<file path="src/rtl/div_pkg.sv">
package div_pkg;
  localparam int DIV_DEFAULT_W = 16;

  typedef enum logic [0:0] {
    PH_IDLE = 1'b0,
    PH_RUN  = 1'b1
  } div_phase_e;
endpackage

</file>
<file path="src/rtl/div_rst_sync.sv">
module div_rst_sync #(
  parameter int STAGES = 2
) (
  input  logic clk,
  input  logic rst_n,
  output logic rst_n_sync
);
  logic [STAGES-1:0] sync_q;

  always_ff @(posedge clk or negedge rst_n) begin
    if (!rst_n) sync_q <= '0;
    else        sync_q <= {sync_q[STAGES-2:0], 1'b1};
  end

  assign rst_n_sync = sync_q[STAGES-1];
endmodule

</file>
<file path="src/rtl/div_step.sv">
// One combinational iteration: shift the remainder/quotient pair left,
// trial-subtract the divisor, keep the difference only when it fits.
module div_step #(
  parameter int W = div_pkg::DIV_DEFAULT_W
) (
  input  logic [W-1:0] rem_i,
  input  logic [W-1:0] quo_i,
  input  logic [W-1:0] dvs_i,
  output logic [W-1:0] rem_o,
  output logic [W-1:0] quo_o
);
  logic [W-1:0] shifted;
  logic [W:0]   trial;
  logic         carry;
  logic         take;

  always_comb begin
    shifted = {rem_i[W-2:0], quo_i[W-1]};
    trial   = {1'b0, shifted} + {1'b0, ~dvs_i} + (W+1)'(1);
    carry   = trial[W];
    take    = carry | rem_i[W-1];
    rem_o   = take ? trial[W-1:0] : shifted;
    quo_o   = {quo_i[W-2:0], take};
  end
endmodule

</file>
<file path="src/rtl/div_ctrl.sv">
module div_ctrl #(
  parameter int W = div_pkg::DIV_DEFAULT_W
) (
  input  logic clk,
  input  logic rst_n,
  input  logic start,
  output logic load_o,
  output logic busy_o,
  output logic done_o
);
  import div_pkg::*;

  localparam int CW = (W > 2) ? $clog2(W) : 1;
  localparam logic [CW-1:0] LAST = CW'(W - 1);

  div_phase_e    phase_q, phase_d;
  logic [CW-1:0] cnt_q, cnt_d;
  logic          done_q, done_d;

  assign busy_o = (phase_q == PH_RUN);
  assign load_o = start && !busy_o;
  assign done_o = done_q;

  always_comb begin
    phase_d = phase_q;
    cnt_d   = cnt_q;
    done_d  = 1'b0;
    if (load_o) begin
      phase_d = PH_RUN;
      cnt_d   = '0;
    end else if (busy_o) begin
      if (cnt_q == LAST) begin
        phase_d = PH_IDLE;
        done_d  = 1'b1;
      end else begin
        cnt_d = cnt_q + CW'(1);
      end
    end
  end

  always_ff @(posedge clk or negedge rst_n) begin
    if (!rst_n) begin
      phase_q <= PH_IDLE;
      cnt_q   <= '0;
      done_q  <= 1'b0;
    end else begin
      phase_q <= phase_d;
      cnt_q   <= cnt_d;
      done_q  <= done_d;
    end
  end

  // Independent run-length monitor for the busy window.
  logic [CW:0] busy_len_q;
  always_ff @(posedge clk or negedge rst_n) begin
    if (!rst_n)      busy_len_q <= '0;
    else if (busy_o) busy_len_q <= busy_len_q + (CW+1)'(1);
    else             busy_len_q <= '0;
  end

  p_start_busy_r2: assert property (@(posedge clk) disable iff (!rst_n)
    (start && !busy_o) |=> busy_o);
  p_busy_len_r2: assert property (@(posedge clk) disable iff (!rst_n)
    $fell(busy_o) |-> (busy_len_q == (CW+1)'(W)));
  p_done_pulse_r3: assert property (@(posedge clk) disable iff (!rst_n)
    done_o |=> !done_o);
  p_done_idle_r3: assert property (@(posedge clk) disable iff (!rst_n)
    done_o |-> !busy_o);
  p_done_after_busy_r3: assert property (@(posedge clk) disable iff (!rst_n)
    done_o |-> $past(busy_o));
endmodule

</file>
<file path="src/rtl/seq_divider.sv">
module seq_divider #(
  parameter int W = div_pkg::DIV_DEFAULT_W
) (
  input  logic         clk,
  input  logic         rst_n,
  input  logic         start,
  input  logic [W-1:0] dividend,
  input  logic [W-1:0] divisor,
  output logic         busy,
  output logic         done,
  output logic         div_by_zero,
  output logic [W-1:0] quotient,
  output logic [W-1:0] remainder
);
  logic rst_n_s;
  logic load;
  logic step_en;

  logic [W-1:0] rem_q, rem_d, quo_q, quo_d, dvs_q, dvs_d;
  logic         dbz_q, dbz_d;
  logic [W-1:0] rem_nx, quo_nx;

  div_rst_sync #(.STAGES(2)) u_rst (
    .clk       (clk),
    .rst_n     (rst_n),
    .rst_n_sync(rst_n_s)
  );

  div_ctrl #(.W(W)) u_ctrl (
    .clk   (clk),
    .rst_n (rst_n_s),
    .start (start),
    .load_o(load),
    .busy_o(busy),
    .done_o(done)
  );

  div_step #(.W(W)) u_step (
    .rem_i(rem_q),
    .quo_i(quo_q),
    .dvs_i(dvs_q),
    .rem_o(rem_nx),
    .quo_o(quo_nx)
  );

  assign step_en = busy;

  always_comb begin
    rem_d = rem_q;
    quo_d = quo_q;
    dvs_d = dvs_q;
    dbz_d = dbz_q;
    if (load) begin
      rem_d = '0;
      quo_d = dividend;
      dvs_d = divisor;
      dbz_d = (divisor == '0);
    end else if (step_en) begin
      rem_d = rem_nx;
      quo_d = quo_nx;
    end
  end

  always_ff @(posedge clk or negedge rst_n_s) begin
    if (!rst_n_s) begin
      rem_q <= '0;
      quo_q <= '0;
      dvs_q <= '0;
      dbz_q <= 1'b0;
    end else begin
      rem_q <= rem_d;
      quo_q <= quo_d;
      dvs_q <= dvs_d;
      dbz_q <= dbz_d;
    end
  end

  assign quotient    = quo_q;
  assign remainder   = rem_q;
  assign div_by_zero = dbz_q;

  p_rem_below_div_r5: assert property (@(posedge clk) disable iff (!rst_n_s)
    (busy && dvs_q != '0) |-> (rem_q < dvs_q));
  p_hold_idle_r6: assert property (@(posedge clk) disable iff (!rst_n_s)
    (!busy && !start) |=> ($stable(quotient) && $stable(remainder)));
  p_ignore_start_r7: assert property (@(posedge clk) disable iff (!rst_n_s)
    (busy && start) |=> $stable(dvs_q));
  p_zero_all_ones_r8: assert property (@(posedge clk) disable iff (!rst_n_s)
    (done && div_by_zero) |-> (quotient == '1));
endmodule

</file>
<file path="config.mk">
export PLATFORM = sky130hd
export DESIGN_NAME = seq_divider
export DESIGN_NICKNAME = d
export VERILOG_FILES = /design/src/rtl/div_pkg.sv /design/src/rtl/div_rst_sync.sv /design/src/rtl/div_step.sv /design/src/rtl/div_ctrl.sv /design/src/rtl/seq_divider.sv
export SDC_FILE = /design/constraint.sdc
export NUM_CORES = 1
export LEC_CHECK = 0
export ABC_CLOCK_PERIOD_IN_PS = 4550
export BUFFER_PORTS_ARGS = -buffer_cell sky130_fd_sc_hd__buf_2
export CORE_UTILIZATION = 25
export DETAILED_ROUTE_END_ITERATION = 10
export MAX_ROUTING_LAYER = met4
export PLACE_DENSITY = 0.53
export SLEW_MARGIN = 20
export SYNTH_ARGS = -nofsm -noshare
export SYNTH_HDL_FRONTEND = slang
export SYNTH_SLANG_ARGS = --single-unit
export TNS_END_PERCENT = 10
</file>
<file path="constraint.sdc">
create_clock -name clk -period 4.55 [get_ports clk]
set_clock_uncertainty 0.15 [all_clocks]
set_input_delay 0.91 -clock clk [delete_from_list [all_inputs] [get_ports clk]]
set_output_delay 0.91 -clock clk [all_outputs]
set_load 0.01 [all_outputs]
</file>
==> results.cfg <==
[run_status]
status = complete, no violations

[pwr]
powerDensity_mw_per_mm2 = 943
p_int_mw = 2.12
netSwitchingPower_mw = 1.83
clock_power_share_pct = 15.8
swShare_pct = 46.4
p_comb_share_pct = 59.4
pwr-share-seq_pct = 24.8
power_leakage_nw = 1.92
ir_worst_vdd_mv = 0.372

[worst_setup_path]
path_class = reg -> reg
reg2reg_to = remainder[0]
worstPathArrival_ns = 3.01
reg2reg_slack_ns = 1.61
cp-end-kind = flip-flop
startpoint = quotient[15]
slowest_delay_ns = 0.45
r2r_start = quotient[15]
crit_end = remainder[0]
crit_fanout = 16
crit_slowest_cell = o32ai_4
crit_path_cell_trace = inv_1 > ha_1 > inv_1 > fa_1 > a211oi_2 > o211ai_2 > a41o_2 > o32ai_4 > mux2i_1 > a21o_1
crit_top_cell = inv_1
start_kind = flip-flop
crit_required_ns = 4.62
reg2reg_depth = 10

[logic_synthesis]
ys_ff_latch = 57
synthDistinctLibCells = 52
synthFlopType = dfrtp_1
ys_seq_area_share_pct = 42.0
avgSynthCellArea_um2 = 9.21
synthCells = 369
synth-async-reset-ratio_pct = 100
syn-num-nets = 422
yosysWarnings = 0
syn_area_mm2 = 0.00340
synth-edff-count = 0

[cells_and_area]
drive_gt1_share_pct = 24.1
nNetsFinal = 487
diodes = 0
areaGrowthSynthToFinish_pct = 23.1
post-route-util_pct = 31.6
fin_area_mm2 = 0.00418

[sta]
fin_crit_ns = 2.94
maxSlewHeadroom_pct = 44.8
fmax_mhz = 340
rsz0062_at_grt = false
tightest_slew_ns = 0.827
slew_violations = 0
setup_viol = 0
finalSetupTns_ns = 0
hold_viol = 0
finalCritPeriodShare_pct = 64.6

[place]
placed_cell_area_mm2 = 0.00390
detailed_place_hpwl_um = 6350
place.gp.congestion = 0.842
port_buffers = 69

[global_routing]
grt_pass1_wl_um = 13800
grt.busiest_layer = met2
use_met1_pct = 16.8
grt.total_usage_pct = 12.8
grt_pass1_vias = 2718
grt_overflow = 0
grtUsageMet2_pct = 18.9
antenna_found_initial = 0
grt_start_max_net_pins = 48
grt_use_met3_pct = 2.90

[worst_hold_path]
hp-class = reg -> async

[clock_network]
cts_setup_buffers = 0
cts_hold_buf = 0
clock_latency_ns = 0.33
cts_resized = 0
tritoncts = built
htreeDepth = 3
clk_pin_slew_ns = 0.05
clk_root_buffer_cell = clkbuf_16
clockBufferDepth = 2
clock_sinks = 57
cts_buffers = 9

[drt]
drt-pass1-iter-count = 4
routed_via_density = 4.72
drt_wl_total_um = 8580
via_count = 2902
drc_errors = 0
first_iter_violations = 87
ant_nets = 0
wl_per_cell_um = 13.9

[floorplanning]
io_pins = 70
die_h_um = 119
rows = 42
die_area_mm2 = 0.0141
start_util_pct = 25.7
core-area_mm2 = 0.0132
die_width_um = 119

[job]
max_cap_violations = 0
## how the worst min path moves through the flow
| stage | start | end | slack [ns] |
|---|---|---|---|
| 2_1_floorplan | u_rst.sync_q[0] | u_rst.sync_q[1] | 0.18 |
| 3_3_place_gp | u_rst.sync_q[1] | dvs_q[6] | 0.11 |
| 3_5_place_dp | u_rst.sync_q[1] | dvs_q[6] | 0.10 |
| 4_1_cts | u_rst.sync_q[1] | remainder[7] | 0.11 |
| 5_1_grt | u_rst.sync_q[1] | dvs_q[4] | 0.14 |
| 6_report | u_rst.sync_q[1] | dvs_q[4] | 0.08 |
## kinds of logic after synthesis
family / after synthesis / synth area share [%]
fa+ha+maj: 18 / 6.85
other cells: 1 / 0.110
mux: 21 / 6.26
xor+xnor: 12 / 3.09
buf+inv: 43 / 5.49
simple gates: 109 / 15.3
compound gates: 108 / 20.9
flops: 57 / 42.0
## cell type report
type | count | area [um^2]
clock inverter | 7 | 56.3
sequential | 57 | 1430
tap | 176 | 220
multi-input combinational | 269 | 1790
fill | 1406 | 9060
inverter | 24 | 90.1
timing repair buffer | 73 | 375
clock buffer | 9 | 225
## synthesized netlist by cell type (all sizes together) (2+ instances only)
| master | number | area share, % |
|---|---|---|
| a21o | 2 | 0.44 |
| nor3b | 8 | 1.8 |
| a21oi | 17 | 2.6 |
| nand4 | 4 | 0.74 |
| nor2 | 13 | 1.4 |
| and2 | 3 | 0.55 |
| nand3 | 16 | 2.4 |
| o211ai | 7 | 1.8 |
| xor2 | 7 | 1.8 |
| xnor2 | 5 | 1.3 |
| clkbuf | 11 | 1.2 |
| a211oi | 3 | 0.81 |
| o311ai | 2 | 0.52 |
| a32oi | 2 | 0.52 |
| nor4 | 4 | 0.74 |
| mux2 | 2 | 0.66 |
| nor3 | 2 | 0.29 |
| o2111ai | 2 | 0.52 |
| o21a | 3 | 0.66 |
| mux2i | 19 | 5.6 |
| dfrtp | 57 | 42 |
| or3 | 4 | 0.74 |
| ha | 17 | 6.3 |
| buf | 8 | 1.6 |
| nand2 | 52 | 6.0 |
| o21ai | 50 | 7.4 |
| a31oi | 11 | 2.5 |
| inv | 24 | 2.7 |
## power by group through the flow
stage	Clock, mW	Sequential (mW)	Combinational [mW]
floorplan	0	0.996	1.78
global placement	0	0.989	2.30
detailed placement	0	0.993	2.33
CTS	0.642	0.983	2.35
global route	0.666	1.02	2.63
finish	0.624	0.980	2.34
## metrics by stage
| step | hold WS, ns | cells | setup slack (ns) | total power, mW |
|---|---|---|---|---|
| after floorplan | 0.181 | 369 | 2.00 | 2.78 |
| after global placement | 0.108 | 599 | 1.70 | 3.29 |
| after detailed placement | 0.103 | 599 | 1.61 | 3.32 |
| after CTS | 0.106 | 615 | 1.61 | 3.97 |
| after global routing | 0.136 | 615 | 1.39 | 4.31 |
| final | 0.0812 | 615 | 1.61 | 3.95 |
## registers in the layout (all words and copies together) (netlist names)
signal and cells:
u_rst.sync_q 2, div_by_zero 1, u_ctrl.busy_o 1, u_ctrl.done_o 1, remainder 16, quotient 16, u_ctrl.cnt_q 4, dvs_q 16
## layout by cell type, fill, tap and decap left out, types with 2 or more instances in the layout
cell,count
nor3b_1,8
o21a_1,3
a32oi_1,2
and2_1,3
a31oi_1,10
nor4_1,4
o311ai_1,2
or3_1,4
o21ai_1,8
clkinvlp_4,4
nor2_1,12
o211ai_2,2
dfrtp_1,55
nand2_1,50
dfrtp_2,2
nand3_1,16
buf_4,4
o21ai_0,42
a211oi_1,2
clkbuf_16,9
mux2i_1,19
nor3_1,2
o2111ai_1,2
o211ai_1,5
buf_2,69
a21oi_1,16
ha_1,17
inv_1,23
xnor2_1,5
mux2_2,2
nand4_1,4
clkinv_4,2
xor2_1,7
a21o_1,2
## routing by layer
layer,vias up,part of all wire [%]
met4,0,1.7
met2,51,47
met5,-,0
met1,1384,47
met3,14,4.3
li1,1453,-
## worst max-delay path: cells and delay by family, from the launching register on
kind	cells	cell delay [ns]
AO/OA/AOI/OAI	5	1.39
adder cells (fa/ha/maj)	2	0.58
flip-flops	1	0.39
multiplexers	1	0.18
buffers and inverters	2	0.14
No activity file was read; power rests on OpenSTA's default activity.
